### config.mk
export PLATFORM = sky130hd
export DESIGN_NAME = ebc_bus_ctrl
export DESIGN_NICKNAME = d
export VERILOG_FILES = /design/src/rtl/ebc_pkg.sv /design/src/rtl/ebc_ready_sync.sv /design/src/rtl/ebc_wait_cnt.sv /design/src/rtl/ebc_bus_ctrl.sv
export SDC_FILE = /design/constraint.sdc
export NUM_CORES = 1
export LEC_CHECK = 0
export BUFFER_PORTS_ARGS = -buffer_cell sky130_fd_sc_hd__buf_2
export CAP_MARGIN = 20
export CELL_PAD_IN_SITES_DETAIL_PLACEMENT = 1
export CELL_PAD_IN_SITES_GLOBAL_PLACEMENT = 1
export CORE_MARGIN = 4
export CORE_UTILIZATION = 38
export DETAILED_ROUTE_END_ITERATION = 10
export PLACE_DENSITY_LB_ADDON = 0.1
export SLEW_MARGIN = 0
export SYNTH_ARGS = -nofsm -noshare
export SYNTH_HDL_FRONTEND = slang
export SYNTH_SLANG_ARGS = --single-unit
### constraint.sdc
create_clock -name clk -period 2.3 [get_ports clk]
set_input_delay 0.46 -clock clk [delete_from_list [all_inputs] [get_ports clk]]
set_output_delay 0.46 -clock clk [all_outputs]
set_load 0.03 [all_outputs]
### src/rtl/ebc_pkg.sv
package ebc_pkg;

    typedef enum logic [2:0] {
        ST_IDLE,
        ST_ADDR,
        ST_DLY,
        ST_CMD,
        ST_MUXW,
        ST_TRIW
    } ebc_state_e;

endpackage

### src/rtl/ebc_ready_sync.sv
module ebc_ready_sync #(
    parameter int STAGES = 2
) (
    input  logic clk,
    input  logic rst_n,
    input  logic rdy_n_i,
    input  logic async_i,
    output logic rdy_n_o
);
    logic [STAGES-1:0] chain_q;
    logic [STAGES-1:0] chain_d;

    // The chain resets to "not ready" so no false end leaks out after reset.
    generate
        for (genvar i = 0; i < STAGES; i++) begin : g_stage
            if (i == 0) begin : g_first
                assign chain_d[i] = rdy_n_i;
            end else begin : g_next
                assign chain_d[i] = chain_q[i-1];
            end
        end
    endgenerate

    always_ff @(posedge clk or negedge rst_n) begin
        if (!rst_n) chain_q <= '1;
        else        chain_q <= chain_d;
    end

    assign rdy_n_o = async_i ? chain_q[STAGES-1] : rdy_n_i;

endmodule

### src/rtl/ebc_wait_cnt.sv
module ebc_wait_cnt #(
    parameter int W = 4
) (
    input  logic         clk,
    input  logic         rst_n,
    input  logic         load_i,
    input  logic [W-1:0] val_i,
    input  logic         dec_i,
    output logic         zero_o
);
    logic [W-1:0] cnt_q;
    logic [W-1:0] cnt_d;

    always_comb begin
        cnt_d = cnt_q;
        if (load_i)     cnt_d = val_i;
        else if (dec_i) cnt_d = cnt_q - 1'b1;
    end

    always_ff @(posedge clk or negedge rst_n) begin
        if (!rst_n) cnt_q <= '0;
        else        cnt_q <= cnt_d;
    end

    assign zero_o = (cnt_q == '0);

    // the sequencer never counts a waitstate that is not there.
    a_r3_no_underflow: assert property (@(posedge clk) disable iff (!rst_n)
        dec_i |-> (cnt_q != '0));

endmodule

### src/rtl/ebc_bus_ctrl.sv
module ebc_bus_ctrl #(
    parameter int AW          = 16,
    parameter int DW          = 16,
    parameter int WSW         = 4,
    parameter int SYNC_STAGES = 2
) (
    input  logic           clk,
    input  logic           rst_n,
    input  logic           req_i,
    input  logic           wr_i,
    input  logic [AW-1:0]  addr_i,
    input  logic [DW-1:0]  wdata_i,
    input  logic [WSW-1:0] cfg_mctc_i,
    input  logic           cfg_rwdly_i,
    input  logic           cfg_mux_i,
    input  logic           cfg_trw_i,
    input  logic           cfg_rdy_en_i,
    input  logic           cfg_rdy_async_i,
    input  logic           rdy_n_i,
    input  logic [DW-1:0]  ad_i,
    output logic           busy_o,
    output logic           ale_o,
    output logic           rd_n_o,
    output logic           wr_n_o,
    output logic [AW-1:0]  addr_o,
    output logic [DW-1:0]  ad_o,
    output logic           ad_oe_o,
    output logic           done_o,
    output logic [DW-1:0]  rdata_o
);
    import ebc_pkg::*;

    // Low address bits shared with data on a multiplexed bus (AW >= DW).
    localparam int MUXW_BITS = (AW < DW) ? AW : DW;

    typedef struct packed {
        ebc_state_e    st;
        logic          wr;
        logic          mux;
        logic          trw;
        logic          rwdly;
        logic          rdy_en;
        logic          done;
        logic [AW-1:0] addr;
        logic [DW-1:0] wdata;
        logic [DW-1:0] rdata;
    } ctrl_t;

    ctrl_t q, d;
    logic  cnt_load, cnt_dec, cnt_zero;
    logic  rdy_n_s;

    ebc_ready_sync #(.STAGES(SYNC_STAGES)) i_rdy_sync (
        .clk     (clk),
        .rst_n   (rst_n),
        .rdy_n_i (rdy_n_i),
        .async_i (cfg_rdy_async_i),
        .rdy_n_o (rdy_n_s)
    );

    ebc_wait_cnt #(.W(WSW)) i_wait_cnt (
        .clk    (clk),
        .rst_n  (rst_n),
        .load_i (cnt_load),
        .val_i  (cfg_mctc_i),
        .dec_i  (cnt_dec),
        .zero_o (cnt_zero)
    );

    always_comb begin
        d        = q;
        d.done   = 1'b0;
        cnt_load = 1'b0;
        cnt_dec  = 1'b0;
        unique case (q.st)
            ST_IDLE: begin
                if (req_i) begin
                    d.st     = ST_ADDR;
                    d.wr     = wr_i;
                    d.addr   = addr_i;
                    d.wdata  = wdata_i;
                    d.mux    = cfg_mux_i;
                    d.trw    = cfg_trw_i;
                    d.rwdly  = cfg_rwdly_i;
                    d.rdy_en = cfg_rdy_en_i;
                end
            end
            ST_ADDR: begin
                if (q.rwdly) begin
                    d.st = ST_DLY;
                end else begin
                    d.st     = ST_CMD;
                    cnt_load = 1'b1;
                end
            end
            ST_DLY: begin
                d.st     = ST_CMD;
                cnt_load = 1'b1;
            end
            ST_CMD: begin
                if (!cnt_zero) begin
                    cnt_dec = 1'b1;
                end else if (!q.rdy_en || !rdy_n_s) begin
                    d.done = 1'b1;
                    if (!q.wr) d.rdata = ad_i;
                    d.st = q.mux ? ST_MUXW : ST_IDLE;
                end
            end
            ST_MUXW: d.st = q.trw ? ST_TRIW : ST_IDLE;
            ST_TRIW: d.st = ST_IDLE;
            default: d.st = ST_IDLE;
        endcase
    end

    always_ff @(posedge clk or negedge rst_n) begin
        if (!rst_n) begin
            q <= '{st: ST_IDLE, default: '0};
        end else begin
            q <= d;
        end
    end

    logic in_cmd;
    assign in_cmd  = (q.st == ST_CMD);
    assign busy_o  = (q.st != ST_IDLE);
    assign ale_o   = (q.st == ST_ADDR);
    assign rd_n_o  = !(in_cmd && !q.wr);
    assign wr_n_o  = !(in_cmd && q.wr);
    assign addr_o  = q.addr;
    assign done_o  = q.done;
    assign rdata_o = q.rdata;

    always_comb begin
        ad_o = q.wdata;
        if (ale_o && q.mux) begin
            ad_o = '0;
            ad_o[MUXW_BITS-1:0] = q.addr[MUXW_BITS-1:0];
        end
    end
    assign ad_oe_o = (ale_o && q.mux) ||
                     (q.wr && (q.st == ST_ADDR || q.st == ST_DLY || in_cmd));

    // the address strobe lasts a single clock.
    a_r2_ale_single: assert property (@(posedge clk) disable iff (!rst_n)
        ale_o |=> !ale_o);

    // with the delay option, the clock after ALE has both strobes high.
    a_r4_dly_gap: assert property (@(posedge clk) disable iff (!rst_n)
        (ale_o && q.rwdly) |=> (rd_n_o && wr_n_o));

    // with READY off, the strobe ends once the counter is empty.
    a_r3_rdy_off_end: assert property (@(posedge clk) disable iff (!rst_n)
        (in_cmd && !q.rdy_en && cnt_zero) |=> (rd_n_o && wr_n_o));

    // READY still high at the sampling point holds the strobe low.
    a_r5_rdy_hold: assert property (@(posedge clk) disable iff (!rst_n)
        (in_cmd && q.rdy_en && cnt_zero && rdy_n_s) |=> !(rd_n_o && wr_n_o));

    // the completion pulse comes right after a strobe and lasts one clock.
    a_r8_done_after_cmd: assert property (@(posedge clk) disable iff (!rst_n)
        done_o |-> ($past(!rd_n_o || !wr_n_o) && rd_n_o && wr_n_o));
    a_r8_done_single: assert property (@(posedge clk) disable iff (!rst_n)
        done_o |=> !done_o);

    // a demultiplexed cycle leaves no turnaround behind.
    a_r7_demux_free: assert property (@(posedge clk) disable iff (!rst_n)
        (done_o && !q.mux) |-> !busy_o);

    // never both strobes at once.
    a_r9_one_strobe: assert property (@(posedge clk) disable iff (!rst_n)
        (rd_n_o || wr_n_o));

endmodule

Word level (Yosys, flattened, before mapping). Cells that the tools add are included.

$add $sub $neg: 1. $mul: 0. Div/mod/pow operators: 0. Magnitude comparators: 0. Eq/ne operators: 7. Shifts and indexed selects: 0. Mux-type cells: 18. Bitwise logic cells: 1. Reductions and logical operators: 20.

Operators with widths (count): $mux W16 (1); $pmux W3 S5 (1); $mux W3 (4); $mux W1 (8); $mux W4 (2); $mux W8 (1); $eq A3 B2 Y1 const B (2); $logic_not A1 Y1 (5); $logic_and A1 B1 Y1 (4); $logic_not A4 Y1 (1); $logic_or A1 B1 Y1 (4); $ne A2 B2 Y1 const B (2); $reduce_and A4 Y1 (1); $sub A4 B1 Y4 const B (1); $eq A3 B1 Y1 const B (1); $eq A3 B3 Y1 const B (1); $logic_not A3 Y1 (1); $reduce_and A3 Y1 (1); $reduce_bool A3 Y1 (1); $ne A2 B1 Y1 const B (1); $pmux W1 S2 (1); $reduce_and A2 Y1 (1); $reduce_bool A2 Y1 (1); $not A1 Y1 (1).

Bits in registers: 63. Bits in latches: 0. RAM bits: 0. Bits in read-only memories: 0. Word-level logic and storage cells: 59. Memories: 0.

Depth between registers and ports, before layout. Gate-level depths: netlist of the first run.

Depth in word-level cells: 6. Gate-level depth with buffers: 6. Gate-level depth less buffers: 5.

By module. From an unflattened synthesis of the first run, not the netlist that was laid out.

Cell total of the unflattened synthesis: 220. Area total of the unflattened synthesis: 3037.9 um^2.

By module, submodules not included: ebc_bus_ctrl (times used 1, cells each 196, area each 2740.1 um^2, seq. area each 1426.4 um^2); ebc_wait_cnt (times used 1, cells each 21, area each 230.2 um^2, seq. area each 100.1 um^2); ebc_ready_sync (times used 1, cells each 3, area each 67.6 um^2, seq. area each 52.6 um^2).

Worst setup path after synthesis of the first run. No wires, ideal clock.

Kind: register -> output. Start: reg q[56] in the netlist's numbering. End: out ad_o[10]. Arrival time: 1.670 ns. Slack: 0.170 ns. Cell stages (with the launch flop): 5. Buffers on the path: 1. Cell sequence: dfrtp_1 -> nand2b_1 -> nor3b_2 -> buf_2 -> mux2_2.

Longest elaborated chain between the ends: 3.

RTL lines: from (decl) (line ebc_bus_ctrl.sv:49) `ctrl_t q, d;`; from (signal assigned) (line ebc_bus_ctrl.sv:117) `q <= '{st: ST_IDLE, default: '0};`; from (signal assigned) (line ebc_bus_ctrl.sv:119) `q <= d;`; $eq A3 B1 Y1 (line ebc_bus_ctrl.sv:126) `assign ale_o = (q.st == ST_ADDR);`; $logic_and A1 B1 Y1 (line ebc_bus_ctrl.sv:135) `if (ale_o && q.mux) begin`; $mux W16 (line ebc_bus_ctrl.sv:135); to (decl) (line ebc_bus_ctrl.sv:26) `output logic [DW-1:0] ad_o,`.

Every way passes these cells.

Final worst setup path of the first run.
Start: reg q[56] in the netlist's numbering. End: out ad_o[11].

Same word-level chain as after synthesis.

==> metrics.yaml, run 1 <==
placed_design:
  io_buffer_count: 115
  hpwlAfterDp_um: 5213
  place_inst: 411
  gp_congestion: 0.7043
logic_synthesis:
  synth_ff_type: "dfrtp_1"
  synth_compound_area_share_pct: 4.577
  synth-xor-area-share_pct: 0.2835
  synth_top_cell_area_share_pct: 49.41
  seq_area_frac_synth_pct: 51.11
  synth-edff-count: 0
  synth.distinct_cells: 39
  synth_commonest_cells: "dfrtp_1 (61), mux2_2 (61), buf_4 (32)"
  synth_simple_gate_area_share_pct: 6.237
  netlist_area_sq_um: 3089
  synthArstFlopShare_pct: 100.0
  synth_top_family_by_area: "multiplexers"
  synth_warnings: 0
  yosys-top-cells-area: "dfrtp_1 (49%), mux2_2 (22%), buf_4 (7.8%)"
  synthCells: 225
  synth_fa_ha_area_share_pct: 0.4050
  synth_area_leader_cell: "dfrtp_1"
  ys_seq_elements: 63
  synth.area.mux_share_pct: 27.58
  synth.avg_cell_area_sq_um: 13.73
  synth_fp_nets: 288
drt:
  drt_iter0_drc: 31
  first_pass_iters: 3
  wire_per_inst_um: 17.17
  wl_um: 7366
  routed_via_density: 4.783
  ant_nets: 0
  drc: 0
  vias: 2052
timing:
  worst_slew_pin_slew_ns: 0.4069
  hold_viol_final: 0
  worst_clock_skew_ns: 0.004722
  maxSlewViolCount: 0
  fmax_mhz: 437.3
  slew_headroom_pct: 72.59
  fin_crit_ns: 2.287
  setup_viol: 0
  fin_crit_sh_pct: 99.42
  rsz0062_at_grt: "true"
worst_setup_path:
  critPathCaptureType: "primary output"
  cp.arrival_ns: 1.83
  cpPeakStageDelay_ns: 0.39
  crit_family: "simple AND/OR/NAND/NOR gates"
  crit_type: "flop to primary output"
  crit_buf_inv: 2
  cpMostUsedCell: "buf_6"
  slowest_stage: "dfrtp_1"
  crit_fanout: 6
  worstPathRequired_ns: 1.84
  cp_cell_sequence: "nand2b_4 > nor3b_4 > buf_6 > mux2_4 > buf_6"
  critical_path.startpoint_type: "flop"
status:
  status: "finished clean"
global_routing:
  grt_max_degree: 64
  track_usage_pct: 15.81
  grt_pass1_wl_um: 12020
  antenna_found_initial: 0
  grt_pass1_vias: 2294
  globalRouteOverflowTotal: 0
clock_network:
  clk_pin_slew_ns: 0.07
  numClockSinks: 63
  clockRootBuffer: "clkbuf_8"
  cts_buffer_depth: 2
  cts_tree: "done"
  h-tree-depth: 3
  cts-buffers-inserted: 9
  insertion_delay_ns: 0.33
finish:
  fin_util_pct: 51.67
  fin_nets: 385
  syn_to_final_growth_pct: 30.58
  n_antenna_cell: 0
  multiInputGateArea_sq_um: 1281
  drive_gt1_share_pct: 68.50
  fillers: 832
  instances_no_fill: 429
  register_area_sq_um: 1580
floorplanning:
  die_w_um: 98.17
  start_util_pct: 39.57
  pin_count: 116
  die_area_sq_um: 9636
  rows: 32
  core-area_sq_um: 7807
  die_h_um: 98.17
worst_hold_path:
  hold_class: "input pin to asynchronous set/reset pin"
power:
  vdd_drop_max_v: 0.0007256
  power_density_nw_per_um2: 1656
  power.leakage_nw: 1.921
  finalPower_mw: 6.682
run:
  drv_cap: 0
repair_timing:
item                                    CTS  global route
hold endpoints to repair                  0             0
pin swaps                                 1             0
buffers inserted                          1             0
endpoints found under the setup margin   16            17
hold buffers                              0             0
cloned                                    1             0
resized for setup                        53             3
worst paths after layout:
check	slack [ns]	endpoint	startpoint	depth (start not counted)
setup / recovery	0.01	ad_o[11]	q[56]	5
max in group asynchronous	1.84	i_rdy_sync.chain_q[0]	rst_n	2
setup reg to reg	0.29	rdata_o[3]	q[56]	5
min in group clk	0.24	i_rdy_sync.chain_q[0]	rdy_n_i	1
hold reg to reg	0.37	i_rdy_sync.chain_q[1]	i_rdy_sync.chain_q[0]	0
hold / removal	0.12	addr_o[14]	rst_n	2
registers in the layout, summed over array words and instances (netlist names):
register            cells
q                      24
i_wait_cnt.cnt_q        4
rdata_o                16
done_o                  1
i_rdy_sync.chain_q      2
addr_o                 16
power by group:
| group | switching [mW] | internal (mW) | total (mW) |
|---|---|---|---|
| sequential | 0.392 | 1.66 | 2.05 |
| clock | 0.429 | 0.640 | 1.07 |
| combinational | 1.91 | 1.65 | 3.57 |
| total | 2.73 | 3.95 | 6.68 |
cell usage in the layout, fill, tap and decap left out, types with 2 or more instances in the layout:
master | Yosys | final
a221o_1 | 2 | 2
mux2_4 | 11 | 27
buf_4 | 32 | 5
nor4bb_1 | 2 | 2
buf_12 | 0 | 3
clkbuf_8 | 0 | 10
mux2_2 | 61 | 45
buf_2 | 5 | 99
dfrtp_1 | 61 | 60
nor3_1 | 3 | 3
o21ai_0 | 2 | 2
nand2b_1 | 3 | 2
nand2_1 | 3 | 3
o221ai_1 | 2 | 2
buf_6 | 0 | 19
and2_1 | 2 | 2
dfstp_2 | 2 | 2
inv_1 | 4 | 4
a21oi_1 | 3 | 3
nor2_1 | 4 | 4
bufinv_16 | 0 | 2
final cells by class:
type	instances	share of cell area, %
Sequential cell	63	39.18
Multi-Input combinational cell	118	31.76
Timing Repair Buffer	126	20.01
Clock buffer	11	3.505
Tap cell	102	3.164
Clock inverter	5	2.016
Inverter	4	0.3722
metal layers:
metal / global-route usage (%) / part of all wire [%] / vias to the layer above
met5: 0 / 0 / -
met4: 4.412 / 0.81 / 0
met3: 5.571 / 5.7 / 8
met2: 25.86 / 49 / 68
met1: 19.88 / 44 / 1014
li1: - / - / 962
cells by family (layout without fill, tap and decap cells):
logic type / Yosys count / after routing
flops: 63 / 63
compound gates: 16 / 16
simple gates: 28 / 28
mux: 72 / 72
fa+ha+maj: 1 / 1
xor+xnor: 1 / 1
buf+inv: 44 / 146
metrics by stage:
stage	setup WS (ns)	instance area (sq um)	setup TNS, ns	hold WS (ns)
3_3_place_gp	0.2299	3610	0	0.3488
6_report	0.01344	4034	0	0.1169
5_1_grt	-0.1057	4034	-1.299	0.1420
3_5_place_dp	0.2119	3610	0	0.3530
4_1_cts	-0.02338	4025	-0.1488	0.1288
2_1_floorplan	0.1701	3089	0	0.1644
No activity file was read; power rests on OpenSTA's default activity.
==> run 2: changes to the inputs <==
--- a/config.mk
+++ b/config.mk
@@ -9,7 +9,7 @@
 export CAP_MARGIN = 20
 export CELL_PAD_IN_SITES_DETAIL_PLACEMENT = 1
 export CELL_PAD_IN_SITES_GLOBAL_PLACEMENT = 1
-export CORE_MARGIN = 4
+export CORE_ASPECT_RATIO = 1.25
 export CORE_UTILIZATION = 38
 export DETAILED_ROUTE_END_ITERATION = 10
 export PLACE_DENSITY_LB_ADDON = 0.1
==> run 2 against run 1 <==
Sequential cell count is the same. Die area shrank 12%. Core utilization decreased by 0.69 points. Fmax down 0.58%. Final cell count fell by 1.9%.
==> metrics.yaml, run 2 (synthesized netlist as in run 1, its figures left out) <==
clock_network:
  cts_hold_buffers: 0
  clk_pin_slew_ns: 0.07
  insertion_delay_ns: 0.34
  cts_buffer_depth: 2
  h-tree-depth: 3
  clockRootBuffer: "clkbuf_8"
  cts-buffers-inserted: 9
  cts_tree: "done"
  numClockSinks: 63
floorplanning:
  die_area_sq_um: 8496
  die_w_um: 82.65
  core-area_sq_um: 7838
  pin_count: 116
  die_h_um: 102.8
  rows: 36
  start_util_pct: 39.42
finish:
  drive_gt1_share_pct: 68.71
  layout_common_cells: "buf_2 (99), dfrtp_1 (60), mux2_2 (45)"
  syn_to_final_growth_pct: 29.32
  final_common_cell: "buf_2"
  largest_reg_flops: 24
  n_antenna_cell: 0
  fin_nets: 386
  top_register: "q"
  register_area_sq_um: 1580
  fin_util_pct: 50.97
  multiInputGateArea_sq_um: 1281
  fillers: 841
  instances_no_fill: 421
drt:
  routed_via_density: 4.929
  met2_length_um: 3387
  first_pass_iters: 4
  wire_per_inst_um: 16.52
  top_layer: "met4"
  wl_met3_um: 427
  wl_um: 6957
  ant_nets: 0
  vias: 2075
  drc: 0
  drt_iter0_drc: 71
  drt-met1-wl_um: 3029
worst_setup_path:
  cpPeakStageDelay_ns: 0.39
  cp.arrival_ns: 1.84
  crit_fanout: 6
  cp_cell_sequence: "nand2b_4 > nor3b_4 > buf_6 > mux2_4 > buf_6"
  worstPathRequired_ns: 1.84
  slowest_stage: "dfrtp_1"
  critPathCaptureType: "primary output"
  critical_path.startpoint_type: "flop"
  cpMostUsedCell: "buf_6"
  crit_family: "simple AND/OR/NAND/NOR gates"
  crit_buf_inv: 2
  crit_type: "flop to primary output"
placed_design:
  pre_cts_ws_ns: 0.2502
  hpwlAfterDp_um: 4642
  io_buffer_count: 115
  gp_congestion: 0.7244
  place_inst: 403
timing:
  maxSlewViolCount: 0
  slew_headroom_pct: 72.07
  rsz0062_at_grt: "true"
  worst_clock_skew_ns: 0.006978
  fin_crit_ns: 2.300
  fmax_mhz: 434.8
  fin_ws_ns: 0.0001386
  hold_viol_final: 0
  worst_slew_pin_slew_ns: 0.4146
  fin_crit_sh_pct: 99.99
  setup_viol: 0
  fin_hold_ws_ns: 0.1212
global_routing:
  antenna_found_initial: 0
  grt_max_degree: 64
  globalRouteOverflowTotal: 0
  track_usage_pct: 16.86
  grt_pass1_vias: 2040
  grt_pass1_wl_um: 10320
status:
  status: "finished clean"
power:
  power_density_nw_per_um2: 1637
  power.leakage_nw: 1.911
  vdd_drop_max_v: 0.0006432
worst_hold_path:
  hold_class: "input pin to asynchronous set/reset pin"
run:
  drv_cap: 0
run 2: cell count changes in the layout (fill, tap and decap cells not counted), sizes merged:
cell | before | now
buf | 126 | 127
bufinv | 2 | 1
clkbuf | 11 | 10
run 2: stage by stage:
stage	setup TNS (ns)	instance area (sq um)	power, mW
2_1_floorplan	0	3089	4.700
3_3_place_gp	0	3593	5.121
3_5_place_dp	0	3593	5.182
4_1_cts	-0.2336	3931	6.468
5_1_grt	-1.186	3995	6.935
6_report	0	3995	6.540
run 2: area by class of cell:
class	count	share of cell area [%]
clock buffer	10	3.445
inverter	4	0.3758
tap	95	2.975
sequential	63	39.56
multi-input combinational	118	32.07
timing repair buffer	127	20.39
clock inverter	4	1.190
run 2: final timing paths:
path / from / endpoint / slack, ns / depth (start not counted)
max in group asynchronous: rst_n / i_rdy_sync.chain_q[0] / 1.85 / 2
hold reg to reg: i_rdy_sync.chain_q[0] / i_rdy_sync.chain_q[1] / 0.36 / 0
setup / recovery: q[56] / ad_o[3] / 0.0001 / 5
hold / removal: rst_n / addr_o[5] / 0.12 / 2
min in group clk: rdy_n_i / i_rdy_sync.chain_q[0] / 0.24 / 1
setup reg to reg: q[56] / rdata_o[5] / 0.20 / 6
run 2: what timing repair did:
item,4_1_cts,5_1_grt
gates cloned,1,0
buffers inserted,1,2
pin swaps,1,1
setup endpoints to repair,16,16
resized for setup,42,13
run 2: layer usage:
metal / vias to the layer above / GRT usage [%]
met5: - / 0
met4: 0 / 7.427
met3: 8 / 4.867
met2: 73 / 26.10
met1: 1030 / 21.78
li1: 964 / -
run 2: worst register-to-register path: cells and delay by family (launching register included):
family	cells	cell delay [ns]
buffers and inverters	3	0.53
and+or+nand+nor	1	0.31
muxes	1	0.35
DFF	1	0.39
AOI/OAI and AO/OA	1	0.42
run 2: report_power, final:
| part | internal, mW | total (mW) | switching, mW | leakage (nW) |
|---|---|---|---|---|
| Combinational | 1.66 | 3.56 | 1.90 | 1.07 |
| Clock | 0.514 | 0.941 | 0.427 | 0.0940 |
| Sequential | 1.65 | 2.04 | 0.386 | 0.751 |
==> run 3: changes to the inputs <==
--- a/config.mk
+++ b/config.mk
@@ -12,6 +12,7 @@
 export CORE_ASPECT_RATIO = 1.25
 export CORE_UTILIZATION = 38
 export DETAILED_ROUTE_END_ITERATION = 10
+export GPL_TIMING_DRIVEN = 0
 export PLACE_DENSITY_LB_ADDON = 0.1
 export SLEW_MARGIN = 0
 export SYNTH_ARGS = -nofsm -noshare
==> run 3 against run 2 <==
The flow now finishes with violations (negative setup slack). Via count is 5.2% higher. Register-to-register slack got worse by 0.08 ns. Sequential cell count unchanged. Final cell count is 8.6% higher. Power is 7.0% higher. Worst hold slack improved by 0.074 ns. Fmax shrank 1.8%. Design area up 6.0%. Die area unchanged. Clock-buffer cell count grew 4. Clock power grew 14%. Sequential share of layout area is 2.2 points lower. Critical path type unchanged. Highest routed layer unchanged.
==> metrics.yaml, run 3 (synthesized netlist as in run 1, its figures left out) <==
finish:
  largest_reg_flops: 24
  fin_nets: 419
  top_register: "q"
  drive_gt1_share_pct: 71.75
  layout_common_cells: "buf_2 (103), dfrtp_1 (60), mux2_2 (49)"
  syn_to_final_growth_pct: 37.02
  fin_util_pct: 54.01
  design_area_sq_um: 4233
  instances_no_fill: 457
  final_common_cell: "buf_2"
drt:
  routed_via_density: 4.775
  wire_per_inst_um: 15.26
  drt_iter0_drc: 46
  vias: 2182
  first_pass_iters: 4
  drc: 0
  ant_nets: 0
  wl_um: 6976
timing:
  setup_viol: 7
  fin_crit_sh_pct: 101.8
  fmax_mhz: 427.0
  fin_ws_ns: -0.04173
  maxSlewViolCount: 0
  rsz0062_at_grt: "true"
  hold_viol_final: 0
  worst_clock_skew_ns: 0.007655
  setup-tns-final_ns: -0.1636
  fin_crit_ns: 2.342
  worst_slew_pin_slew_ns: 0.8156
  fin_hold_ws_ns: 0.1950
  slew_headroom_pct: 45.62
placed_design:
  gp_congestion: 0.7521
  placed_cell_area_sq_um: 3786
  place_inst: 435
  io_buffer_count: 115
  pre_cts_ws_ns: -0.3389
  hpwlAfterDp_um: 4974
clock_network:
  numClockSinks: 63
  h-tree-depth: 3
  clk_pin_slew_ns: 0.07
  clockRootBuffer: "clkbuf_8"
  cts_hold_buffers: 0
  cts_tree: "done"
  cts-buffers-inserted: 9
  cts_buffer_depth: 2
  insertion_delay_ns: 0.34
floorplanning:
  core-area_sq_um: 7838
  rows: 36
  start_util_pct: 39.42
  pin_count: 116
  die_w_um: 82.65
  die_area_sq_um: 8496
  die_h_um: 102.8
global_routing:
  antenna_found_initial: 1
  track_usage_pct: 17.66
  grt_pass1_vias: 2242
  grt_max_degree: 64
  globalRouteOverflowTotal: 0
  grt_pass1_wl_um: 10860
worst_setup_path:
  crit_fanout: 6
  reg2regPathDepth: 6
  cp.arrival_ns: 1.88
  crit_end: "ad_o[1]"
  worst_r2r_endpoint: "q[23]"
  crit_type: "flop to primary output"
  critPathCaptureType: "primary output"
  r2r_slack_ns: 0.12
  timing.rr.start: "q[56]"
  startpoint: "q[56]"
  critical_path.startpoint_type: "flop"
  worstPathRequired_ns: 1.84
power:
  power_density_nw_per_um2: 1653
  vdd_drop_max_v: 0.0007417
  finalPower_mw: 6.996
  power.leakage_nw: 2.075
worst_hold_path:
  hold_class: "input pin to asynchronous set/reset pin"
status:
  status: "complete, but fails checks"
  violations: "negative setup slack"
run:
  drv_cap: 0
-- run 3: repair_timing --
action | 4_1_cts | 5_1_grt
endpoints found under the hold margin | 0 | 0
resized for setup | 49 | 6
setup buffers | 4 | 1
pin swaps | 2 | 0
cloned | 1 | 0
setup endpoints to repair | 27 | 18
-- run 3: per-layer routing --
layer | vias up | global-route usage [%] | part of all wire, %
met1 | 1077 | 20.13 | 40
met3 | 9 | 6.283 | 7.0
met4 | 0 | 6.366 | 1.4
li1 | 1029 | - | -
met5 | - | 0 | 0
met2 | 67 | 30.14 | 52
-- run 3: how the worst min path moves through the flow --
stage	from	end	slack (ns)
detailed placement	i_rdy_sync.chain_q[0]	i_rdy_sync.chain_q[1]	0.35
global placement	i_rdy_sync.chain_q[0]	i_rdy_sync.chain_q[1]	0.35
CTS	rdy_n_i	i_rdy_sync.chain_q[0]	0.22
global route	rdy_n_i	i_rdy_sync.chain_q[0]	0.22
finish	rst_n	addr_o[14]	0.19
floorplan	rst_n	addr_o[0]	0.16
-- run 3: report_power, final --
group          switching, mW  total, mW  internal, mW
clock network          0.422       1.07         0.647
registers              0.394       2.05          1.65
logic                   1.93       3.88          1.94
-- run 3: critical path, stage by stage, from the launching register on --
cell,delay (ns)
dfrtp_1,0.40
nand2b_4,0.16
nor3b_4,0.31
buf_6,0.19
mux2_2,0.35
buf_6,0.14
-- run 3: area by class of cell --
cell class                 count  area, sq um
clock inverter                 2        35.03
tap                           95        118.9
inverter                       4        15.01
clock buffer                  14        192.7
antenna                        1        2.502
multi-input combinational    118         1266
buffer                        39        291.5
fill                         851         3605
sequential                    63         1580
timing repair buffer         121        730.7
